[src/rtl/match_timer.sv]
module match_timer #(
  parameter int W        = 16,
  parameter int SRC_W    = 3,
  parameter int RED_BITS = 5,
  parameter int MIN_W    = 2
) (
  input  logic                      clk,
  input  logic                      rst_n,
  input  logic                      wr_en,
  input  logic                      wr_sel,
  input  logic [W-1:0]              wr_data,
  input  logic [(1<<SRC_W)-2:0]     tap_tick,
  input  logic                      ev_pin,
  input  logic                      slow_mode,
  output logic [W-1:0]              count,
  output logic                      irq
);
  localparam int NTAP     = (1 << SRC_W) - 1;
  localparam int EXT_SRC  = NTAP;
  localparam int FAST_SRC = NTAP - 1;
  localparam int DW       = $clog2(MIN_W + 1);
  localparam int RUN_BIT  = 2 + SRC_W;
  localparam logic [W-1:0] HI_MASK = ~((W'(1) << (W - RED_BITS)) - W'(1));

  logic [SRC_W-1:0] src_q;
  logic             run_q;
  logic [W-1:0]     cmp_q, cnt_q;
  logic             irq_q;
  logic [1:0]       sync_q;
  logic             lvl_q;
  logic [DW-1:0]    dcnt_q;
  logic             tick;

  wire s        = sync_q[1];
  wire ev_tick  = s & ~lvl_q & (dcnt_q == DW'(MIN_W - 1));
  wire reduced  = slow_mode && (src_q == SRC_W'(FAST_SRC));
  wire [W-1:0] cmp_eff = reduced ? (cmp_q & HI_MASK) : cmp_q;
  wire [W-1:0] nxt     = cnt_q + W'(1);
  wire hit      = run_q && tick && (nxt == cmp_eff);

  always_comb begin
    if (src_q == SRC_W'(EXT_SRC)) tick = ev_tick;
    else                          tick = tap_tick[src_q];
  end

  always_ff @(posedge clk or negedge rst_n) begin
    if (!rst_n) begin
      src_q <= '0;
      run_q <= 1'b0;
      cmp_q <= '0;
    end else if (wr_en) begin
      if (wr_sel) cmp_q <= wr_data;
      else begin
        src_q <= wr_data[2 +: SRC_W];
        run_q <= wr_data[RUN_BIT];
      end
    end
  end

  always_ff @(posedge clk or negedge rst_n) begin
    if (!rst_n) begin
      sync_q <= '0;
      lvl_q  <= 1'b0;
      dcnt_q <= '0;
    end else begin
      sync_q <= {sync_q[0], ev_pin};
      if (s == lvl_q) dcnt_q <= '0;
      else if (dcnt_q == DW'(MIN_W - 1)) begin
        lvl_q  <= s;
        dcnt_q <= '0;
      end else dcnt_q <= dcnt_q + DW'(1);
    end
  end

  always_ff @(posedge clk or negedge rst_n) begin
    if (!rst_n) begin
      cnt_q <= '0;
      irq_q <= 1'b0;
    end else begin
      irq_q <= hit;
      if (!run_q)    cnt_q <= '0;
      else if (tick) cnt_q <= hit ? '0 : nxt;
    end
  end

  assign count = cnt_q;
  assign irq   = irq_q;

  AST_STEP_ONE: assert property (@(posedge clk) disable iff (!rst_n)
    1'b1 |=> (count == $past(count) || count == $past(count) + W'(1) || count == '0));
  AST_IRQ_CLEARS: assert property (@(posedge clk) disable iff (!rst_n)
    irq |-> count == '0);
  AST_EV_WIDTH: assert property (@(posedge clk) disable iff (!rst_n)
    ev_tick |-> (s && $past(s)));
  AST_STOP_HOLD: assert property (@(posedge clk) disable iff (!rst_n)
    !run_q |=> (count == '0 && !irq));
  AST_RED_MATCH: assert property (@(posedge clk) disable iff (!rst_n)
    (irq && $past(reduced)) |-> ($past(count) + W'(1)) == ($past(cmp_q) & HI_MASK));
endmodule

[config.mk]
export PLATFORM = sky130hd
export DESIGN_NAME = match_timer
export DESIGN_NICKNAME = d
export VERILOG_FILES = /design/src/rtl/match_timer.sv
export SDC_FILE = /design/constraint.sdc
export NUM_CORES = 1
export LEC_CHECK = 0
export ABC_AREA = 1
export BUFFER_PORTS_ARGS = -buffer_cell sky130_fd_sc_hd__buf_2
export CAP_MARGIN = 0
export CORE_MARGIN = 5
export CORE_UTILIZATION = 46
export CTS_CLUSTER_DIAMETER = 50
export DETAILED_ROUTE_END_ITERATION = 12
export PLACE_DENSITY = 0.79
export SLEW_MARGIN = 15
export SYNTH_ARGS = -nofsm -noshare
export SYNTH_HDL_FRONTEND = slang
export SYNTH_SLANG_ARGS = --single-unit
[constraint.sdc]
create_clock -name clk -period 2.5 [get_ports clk]
set_input_delay 0.125 -clock clk [delete_from_list [all_inputs] [get_ports clk]]
set_output_delay 0.125 -clock clk [all_outputs]
set_load 0.02 [all_outputs]
# --- Word level (Yosys, flattened, before mapping) ---
# Cells that the tools add are included.
op_classes:
  n_eq_ne: 6
  mux: 9
  n_reduce_logical: 6
  add_sub_neg: 2
  n_lt_le_gt_ge: 1
  bitwise_logic: 5
ops:
  columns: ["operator", "n"]
  rows:
  - ["2-to-1 mux 16 bit", 3]
  - ["adder 16 x 1 -> 16 bit (second input constant)", 1]
  - ["== test 16 bit", 1]
  - ["2-to-1 mux 11 bit", 1]
  - ["== test 3 bit (second input constant)", 2]
  - ["AND reduction 2 bit", 3]
  - ["less-than comparator 3 x 4 -> 1 bit (second input constant)", 1]
  - ["2-to-1 mux 2 bit", 2]
  - ["binary-select mux 1 bit (select 3 bit)", 1]
  - ["logical AND 1 bit", 3]
  - ["NOT 1 bit", 3]
  - ["adder 2 x 1 -> 2 bit (second input constant)", 1]
  - ["bitwise AND 1 bit", 2]
  - ["== test 2 x 1 -> 1 bit (second input constant)", 1]
  - ["2-to-1 mux 1 bit", 2]
  - ["!= test 2 x 1 -> 1 bit (second input constant)", 1]
  - ["== test 1 bit", 1]
word_totals:
  regBits: 42
  input_bits: 29

# --- Depth between registers and ports, before layout ---
# Gate-level depths: netlist (run 1).
logic_depth:
  word_depth: 9
  depth_mapped: 15
  ltp_nobuf: 14

# --- Least setup slack after synthesis (run 1) ---
# OpenSTA, ideal clock, no wires.
synth_timing:
  path_type: "register to register"
  start: "register cnt_q[0], in the netlist count[0]"
  end: "register cnt_q[12], in the netlist count[12]"
  period_less_slack_ps: 1997
  setup_time_ps: 117
  path_slack_ps: 503
  path_stages_with_launch: 14
  arrival_ps: 1881
  path_cell_list: "dfrtp_1 > ha_1 > nand2_1 > nor2_4 > nand4_1 > nand2_1 > nand2_1 > nand2_1 > nand2_1 > nor2_1 > nand3_4 > buf_6 > nand2_1 > nand2_1"
synth_via:
  elab_chain_len: 6
synth_rtl:
  columns: ["element", "line_no", "rtl"]
  rows:
  - ["start: declaration", "27", "logic [W-1:0] cmp_q, cnt_q;"]
  - ["start signal: assignment", "82", "else if (tick) cnt_q <= hit ? '0 : nxt;"]
  - ["adder 16 x 1 -> 16 bit *", "38", "wire [W-1:0] nxt = cnt_q + W'(1);"]
  - ["== test 16 bit", "39", "wire hit = run_q && tick && (nxt == cmp_eff);"]
  - ["logical AND 1 bit", "39", null]
  - ["2-to-1 mux 16 bit * (2 in a row)", "82", null]
  - ["2-to-1 mux 16 bit *", "81", "if (!run_q) cnt_q <= '0;"]
# Every way passes the cells marked *; elsewhere a longest branch is shown, timed or not. The select of a mux whose other input is x is not followed.
# A chain may end at the register's enable or synchronous reset.

# --- Worst setup path after layout (run 1) ---
layout_timing:
  start: "register cnt_q[0], in the netlist count[0]"
  end: "register cnt_q[5], in the netlist count[5]"
# Same word-level chain as after synthesis.

==> flow_summary_export.csv, run 1 <==
group,metric,value,unit
sta,finalCritPeriodShare,87.9,%
power,seq_power_share,49.0,%
grt,track_usage,17.9,%
placement,place_ws,0.325,ns
synthesis,syn-cell-area,2570,um^2
clock_network,cts_buffers,5,
power,worst_ir_drop_vdd,484,uV
job,drv_cap,0,
clock_network,clock-sinks,42,
critical_path,cp.depth,12,
placement,hpwl,4500,um
drt,via_per_inst,5.01,
synthesis,synth-simple-area-share,42.0,%
synthesis,ys_seq_area_share,40.9,%
drt,dr.pass1.iters,4,
final_layout,final_nets,451,
power,p_sw_share,28.7,%
critical_path,rrSetupSlack,0.30,ns
clock_network,cts.reportedPaths.clkPinSlew,0.08,ns
power,p_clk_share,32.5,%
critical_path,crit_fanout,17,
power,p_int,1.16,mW
placement,place_area,2850,um^2
sta,finalSetupTns,0,ns
sta,fmax,0.455,GHz
power,leakagePower,1.57,nW
grt,antenna_found_initial,0,
synthesis,avgSynthCellArea,6.92,um^2
grt,grt_pass1_vias,2379,
synthesis,synth_cell_types,27,
outcome,status,"completed",
sta,slew_violations,0,
drt,drtAntennaViolNets,0,
sta,setup_viol_count_final,0,
power,switching_power,0.467,mW
critical_path,cp_cell_sequence,"ha_1, nand3_1, nor2_1, nand3_1, nand2_1, nand2_1, nand2_1, nand2_1, nor2_1, nand3_4, nand2_1, nand2_1",
sta,setup_ws,0.302,ns
synthesis,synth_warnings,0,
power,p_total,1.63,mW
sta,rsz0062_at_grt,"false",
floorplan,start_util,47.0,%
hold_path,min_to,"cmp_q[6]",
placement,io_buffers,45,
clock_network,clk_path_buf_depth,2,
drt,drt_iter0_drc,198,
final_layout,syn2layout_area_growth,15.9,%
final_layout,finalInstanceArea,2980,um^2
synthesis,synthesis.nets,403,
final_layout,final_cell_mix,"nand2_1 (165), buf_2 (45), dfrtp_1 (42)",
critical_path,r2r-start,"count[0]",
critical_path,cp-start-kind,"flip-flop",
synthesis,synth_compound_area_share,4.72,%
clock_network,htree_levels,2,
critical_path,cp-end-kind,"flip-flop",
sta,min_period,2.20,ns
synthesis,synthCells,372,
drt,wl,5890,um
grt,overflow,0,
critical_path,worstPathRequired,2.68,ns
critical_path,cp_common_cell,"nand2_1",
hold_path,min_from,"wr_data[6]",
sta,relSlewSlack,27.7,%
critical_path,crit_buf_inv,0,
critical_path,r2r_end,"count[5]",
power,power_density,547,nW/um^2
sta,skew,0.00711,ns
critical_path,reg2reg_depth,12,
floorplan,row_count,27,
floorplan,die_h,84.8,um
clock_network,cts.root.buffer_cell,"clkbuf_8",
clock_network,cts_tree,"built",
floorplan,pin_count,46,
synthesis,synthMuxAreaShare,4.38,%
final_layout,num_antenna_cells,0,
critical_path,cp_slowest_cell,"dfrtp_1",
critical_path,cp_data_arrival_time,2.38,ns
critical_path,slowest_delay,0.46,ns
grt,grt_max_degree,43,
hold_path,min_path_cells,2,
grt,grt_pass1_wl,10500,um
clock_network,clk_latency,0.29,ns
floorplan,core,5470,um^2
final_layout,final_common_cell,"nand2_1",
synthesis,synth_top_family_by_area,"simple AND/OR/NAND/NOR gates",
final_layout,drive_above_1_share,18.3,%
floorplan,dieArea,7190,um^2
placement,place_congestion,0.871,
drt,vias,2469,
sta,hold_violations,0,
power,p_comb_share,18.4,%
synthesis,synthXorXnorAreaFrac,0,%
floorplan,die_x,84.8,um
critical_path,critPathTopFamily,"simple AND/OR/NAND/NOR gates",
drt,drc,0,
hold_path,hold_class,"input port to flip-flop",
critical_path,crit_type,"flip-flop to flip-flop",
synthesis,ys_ff_latch,42,
drt,wl_per_cell,11.9,um
sta,worstMarginPinSlew,1.08,ns
synthesis,synth-adder-area-share,0.973,%
-- synthesized netlist by cell type --
library cell / number / area (um^2)
o21bai_2: 1 / 11.3
nand3_2: 1 / 10.0
nor3_1: 1 / 5.00
dfrtp_1: 42 / 1050
nand3_4: 1 / 17.5
nor2_1: 36 / 135
nor2_4: 4 / 45.0
buf_1: 1 / 3.75
inv_2: 1 / 3.75
clkbuf_1: 2 / 7.51
nand3_1: 22 / 110
a31oi_1: 1 / 6.26
nand3b_1: 6 / 45.0
buf_6: 1 / 11.3
nand2_2: 3 / 18.8
o21ai_1: 1 / 5.00
buf_4: 1 / 7.51
buf_2: 1 / 5.00
o2bb2ai_1: 1 / 8.76
a21oi_1: 10 / 50.1
nor2_2: 3 / 18.8
ha_1: 2 / 25.0
mux2_2: 10 / 113
inv_1: 38 / 143
nand2_1: 165 / 619
o21ai_0: 8 / 40.0
nand4_1: 9 / 56.3
-- cell families after synthesis --
group | after synthesis
flops | 42
mux | 10
simple gates | 251
fa+ha+maj | 2
compound gates | 22
buf+inv | 45
-- worst max path at each step --
stage	start	to	slack, ns
2_1_floorplan	count[0]	count[12]	0.50
3_3_place_gp	count[0]	count[1]	0.43
3_5_place_dp	count[0]	count[4]	0.33
4_1_cts	count[0]	count[2]	0.31
5_1_grt	count[0]	count[5]	0.07
6_report	count[0]	count[5]	0.30
-- metal layers --
layer,share of wire [%],global-route usage [%]
met2,47,29.1
met1,45,23.2
met4,2.1,8.06
met5,0,0
met3,5.8,3.04
-- through the flow --
| stage | hold slack (ns) | utilization, % | std cells |
|---|---|---|---|
| global route | 0.0577 | 54.5 | 493 |
| floorplan | -0.171 | - | 372 |
| detailed placement | 0.238 | 52.1 | 483 |
| global placement | 0.234 | 52.1 | 483 |
| finish | 0.0559 | 54.5 | 493 |
| CTS | 0.0500 | 54.5 | 493 |
-- power by group through the flow --
stage | registers [mW] | logic [mW] | clock network, mW
2_1_floorplan | 0.802 | 0.214 | 0
3_3_place_gp | 0.807 | 0.291 | 0
3_5_place_dp | 0.812 | 0.300 | 0
4_1_cts | 0.798 | 0.305 | 0.538
5_1_grt | 0.808 | 0.353 | 0.572
6_report | 0.799 | 0.301 | 0.530
-- cell type report --
type | count | area [um^2]
multi-input cells | 285 | 1340
well taps | 72 | 90.1
fillers | 538 | 2490
flip-flops and latches | 42 | 1050
inverters | 39 | 146
clock buffers | 5 | 68.8
repair buffers | 47 | 245
clock inverters | 3 | 40.0
-- sequential cells by signal, indices dropped and copies added, names as in the netlist --
signal  count
cmp_q      16
dcnt_q      2
count      16
lvl_q       1
run_q       1
sync_q      2
src_q       3
irq         1
-- timing repair --
| action | CTS | global route |
|---|---|---|
| gates resized for setup | 0 | 0 |
| buffers inserted | 0 | 0 |
| hold buffers | 2 | 0 |
| endpoints found under the hold margin | 24 | 0 |
No activity file was read; power rests on OpenSTA's default activity.
==> run 2, diff against run 1 <==
--- a/config.mk
+++ b/config.mk
@@ -8,7 +8,6 @@
 export ABC_AREA = 1
 export BUFFER_PORTS_ARGS = -buffer_cell sky130_fd_sc_hd__buf_2
 export CAP_MARGIN = 0
-export CORE_MARGIN = 5
 export CORE_UTILIZATION = 46
 export CTS_CLUSTER_DIAMETER = 50
 export DETAILED_ROUTE_END_ITERATION = 12
==> run 2 against run 1 <==
Via count is essentially flat. Combinational power is essentially flat. Non-clock buffer count is the same. Maximum frequency grew 0.16%. Core utilization grew 2.4 points. Largest power group unchanged. Register-to-register slack is essentially flat. Setup slack gained 0.0035 ns. Final area is essentially flat.
==> flow_summary_export.csv, run 2 (synthesis results as in run 1) <==
group,metric,value,unit
final_layout,final_nets,451,
power,p_total,1.64,mW
grt,track_usage,21.4,%
drt,wl_per_cell,11.8,um
sta,hold_violations,0,
clock_network,post_cts_buffers,0,
floorplan,pin_count,46,
final_layout,final_cell_mix,"nand2_1 (165), buf_2 (45), dfrtp_1 (42)",
clock_network,cts.root.buffer_cell,"clkbuf_8",
grt,grt_max_degree,43,
drt,vias,2470,
power,p_clk_share,32.5,%
floorplan,row_count,26,
floorplan,start_util,49.1,%
critical_path,critPathTopFamily,"simple AND/OR/NAND/NOR gates",
final_layout,multi_input_area,1340,um^2
power,worst_ir_drop_vdd,359,uV
hold_path,hold_class,"input port to flip-flop",
sta,relSlewSlack,27.1,%
placement,io_buffers,45,
critical_path,crit_start,"count[0]",
outcome,status,"completed",
power,p_comb_share,18.5,%
critical_path,worstPathRequired,2.69,ns
final_layout,drive_above_1_share,18.1,%
floorplan,dieArea,5900,um^2
grt,grt_pass1_wl,10100,um
sta,slew_violations,0,
grt,overflow,0,
drt,drc,0,
power,p_sw_share,28.7,%
final_layout,seqCellArea,1050,um^2
sta,rsz0062_at_grt,"false",
sta,finalSetupTns,0,ns
clock_network,clk_latency,0.30,ns
critical_path,cp_data_arrival_time,2.38,ns
critical_path,cp_cell_sequence,"ha_1, nand3_1, nor2_1, nand3_1, nand2_1, nand2_1, nand2_1, nand2_1, nor2_1, nand3_4, nand2_1, nand2_1",
sta,fmax,0.456,GHz
sta,min_period,2.19,ns
critical_path,rrSetupSlack,0.31,ns
drt,via_per_inst,5.03,
power,power_density,549,nW/um^2
final_layout,syn2layout_area_growth,15.9,%
clock_network,clock-sinks,42,
critical_path,crit_fanout,17,
sta,setup_viol_count_final,0,
placement,place_congestion,0.908,
drt,drtAntennaViolNets,0,
critical_path,crit_type,"flip-flop to flip-flop",
power,seq_power_share,49.0,%
grt,grt_pass1_vias,2196,
power,p_int,1.17,mW
hold_path,min_from,"wr_data[1]",
clock_network,clk_path_buf_depth,2,
placement,hpwl,4380,um
clock_network,cts.reportedPaths.clkPinSlew,0.08,ns
critical_path,crit_buf_inv,0,
floorplan,die_h,76.8,um
clock_network,cts_tree,"built",
job,drv_cap,0,
critical_path,slowest_delay,0.46,ns
final_layout,final_common_cell,"nand2_1",
drt,wl,5790,um
floorplan,die_x,76.8,um
critical_path,cp_common_cell,"nand2_1",
power,switching_power,0.469,mW
critical_path,cp-end-kind,"flip-flop",
sta,finalCritPeriodShare,87.8,%
critical_path,r2r-start,"count[0]",
floorplan,core,5240,um^2
critical_path,cp-start-kind,"flip-flop",
clock_network,ctsResizeCount,0,
final_layout,num-fill-cells,489,
grt,antenna_found_initial,0,
clock_network,htree_levels,2,
drt,dr.pass1.iters,4,
clock_network,cts_buffers,5,
sta,skew,0.00399,ns
drt,drt_iter0_drc,158,
critical_path,cp_slowest_cell,"dfrtp_1",
sta,worstMarginPinSlew,1.09,ns
power,leakagePower,1.57,nW
final_layout,num_antenna_cells,0,
==> run 2: changes by cell type in the layout (fill, tap and decap cells not counted), sizes merged <==
| cell | previous run | this run |
|---|---|---|
| clkinv | 2 | 0 |
| clkinvlp | 0 | 1 |
| clkbuf | 5 | 6 |
==> run 2: routing by layer <==
metal | track usage (%) | vias up | part of all wire [%]
met3 | 2.62 | 7 | 6.4
met1 | 29.8 | 1122 | 47
met2 | 33.6 | 78 | 45
met4 | 9.23 | 0 | 1.2
met5 | 0 | - | 0
li1 | - | 1263 | -
==> run 2: cell type report <==
cell class / instances / area share [%]
Clock inverter: 2 / 1.26
Timing Repair Buffer: 47 / 8.23
Inverter: 39 / 4.91
Multi-Input combinational cell: 285 / 45.0
Sequential cell: 42 / 35.3
Clock buffer: 6 / 2.43
Tap cell: 70 / 2.94
==> run 2: power by group through the flow <==
stage	Clock (mW)	Combinational, mW	Sequential (mW)
2_1_floorplan	0	0.214	0.802
3_3_place_gp	0	0.294	0.807
3_5_place_dp	0	0.302	0.813
4_1_cts	0.545	0.306	0.800
5_1_grt	0.572	0.352	0.811
6_report	0.532	0.303	0.800
==> run 2: final timing paths <==
kind / endpoint / cells after the start
worst max register to register: count[15] / 12
worst min register to register: sync_q[1] / 0
worst min-delay path: cmp_q[1] / 2
worst max-delay path: count[15] / 12
min in group asynchronous: sync_q[0] / 2
max in group asynchronous: count[2] / 2
==> run 2: timing repair <==
| action | 4_1_cts | 5_1_grt |
|---|---|---|
| hold endpoints to repair | 40 | 0 |
| hold buffers | 2 | 0 |
| endpoints found under the setup margin | 0 | 0 |
==> run 2: per-stage QoR <==
| stage | hold WS [ns] | util, % | std cells | setup slack, ns | cell area (um^2) |
|---|---|---|---|---|---|
| 2_1_floorplan | -0.171 | - | 372 | 0.503 | 2570 |
| 3_3_place_gp | 0.233 | 54.4 | 481 | 0.413 | 2850 |
| 3_5_place_dp | 0.236 | 54.4 | 481 | 0.320 | 2850 |
| 4_1_cts | 0.0535 | 56.9 | 491 | 0.316 | 2980 |
| 5_1_grt | 0.0489 | 56.9 | 491 | 0.0539 | 2980 |
| 6_report | 0.0595 | 56.9 | 491 | 0.306 | 2980 |
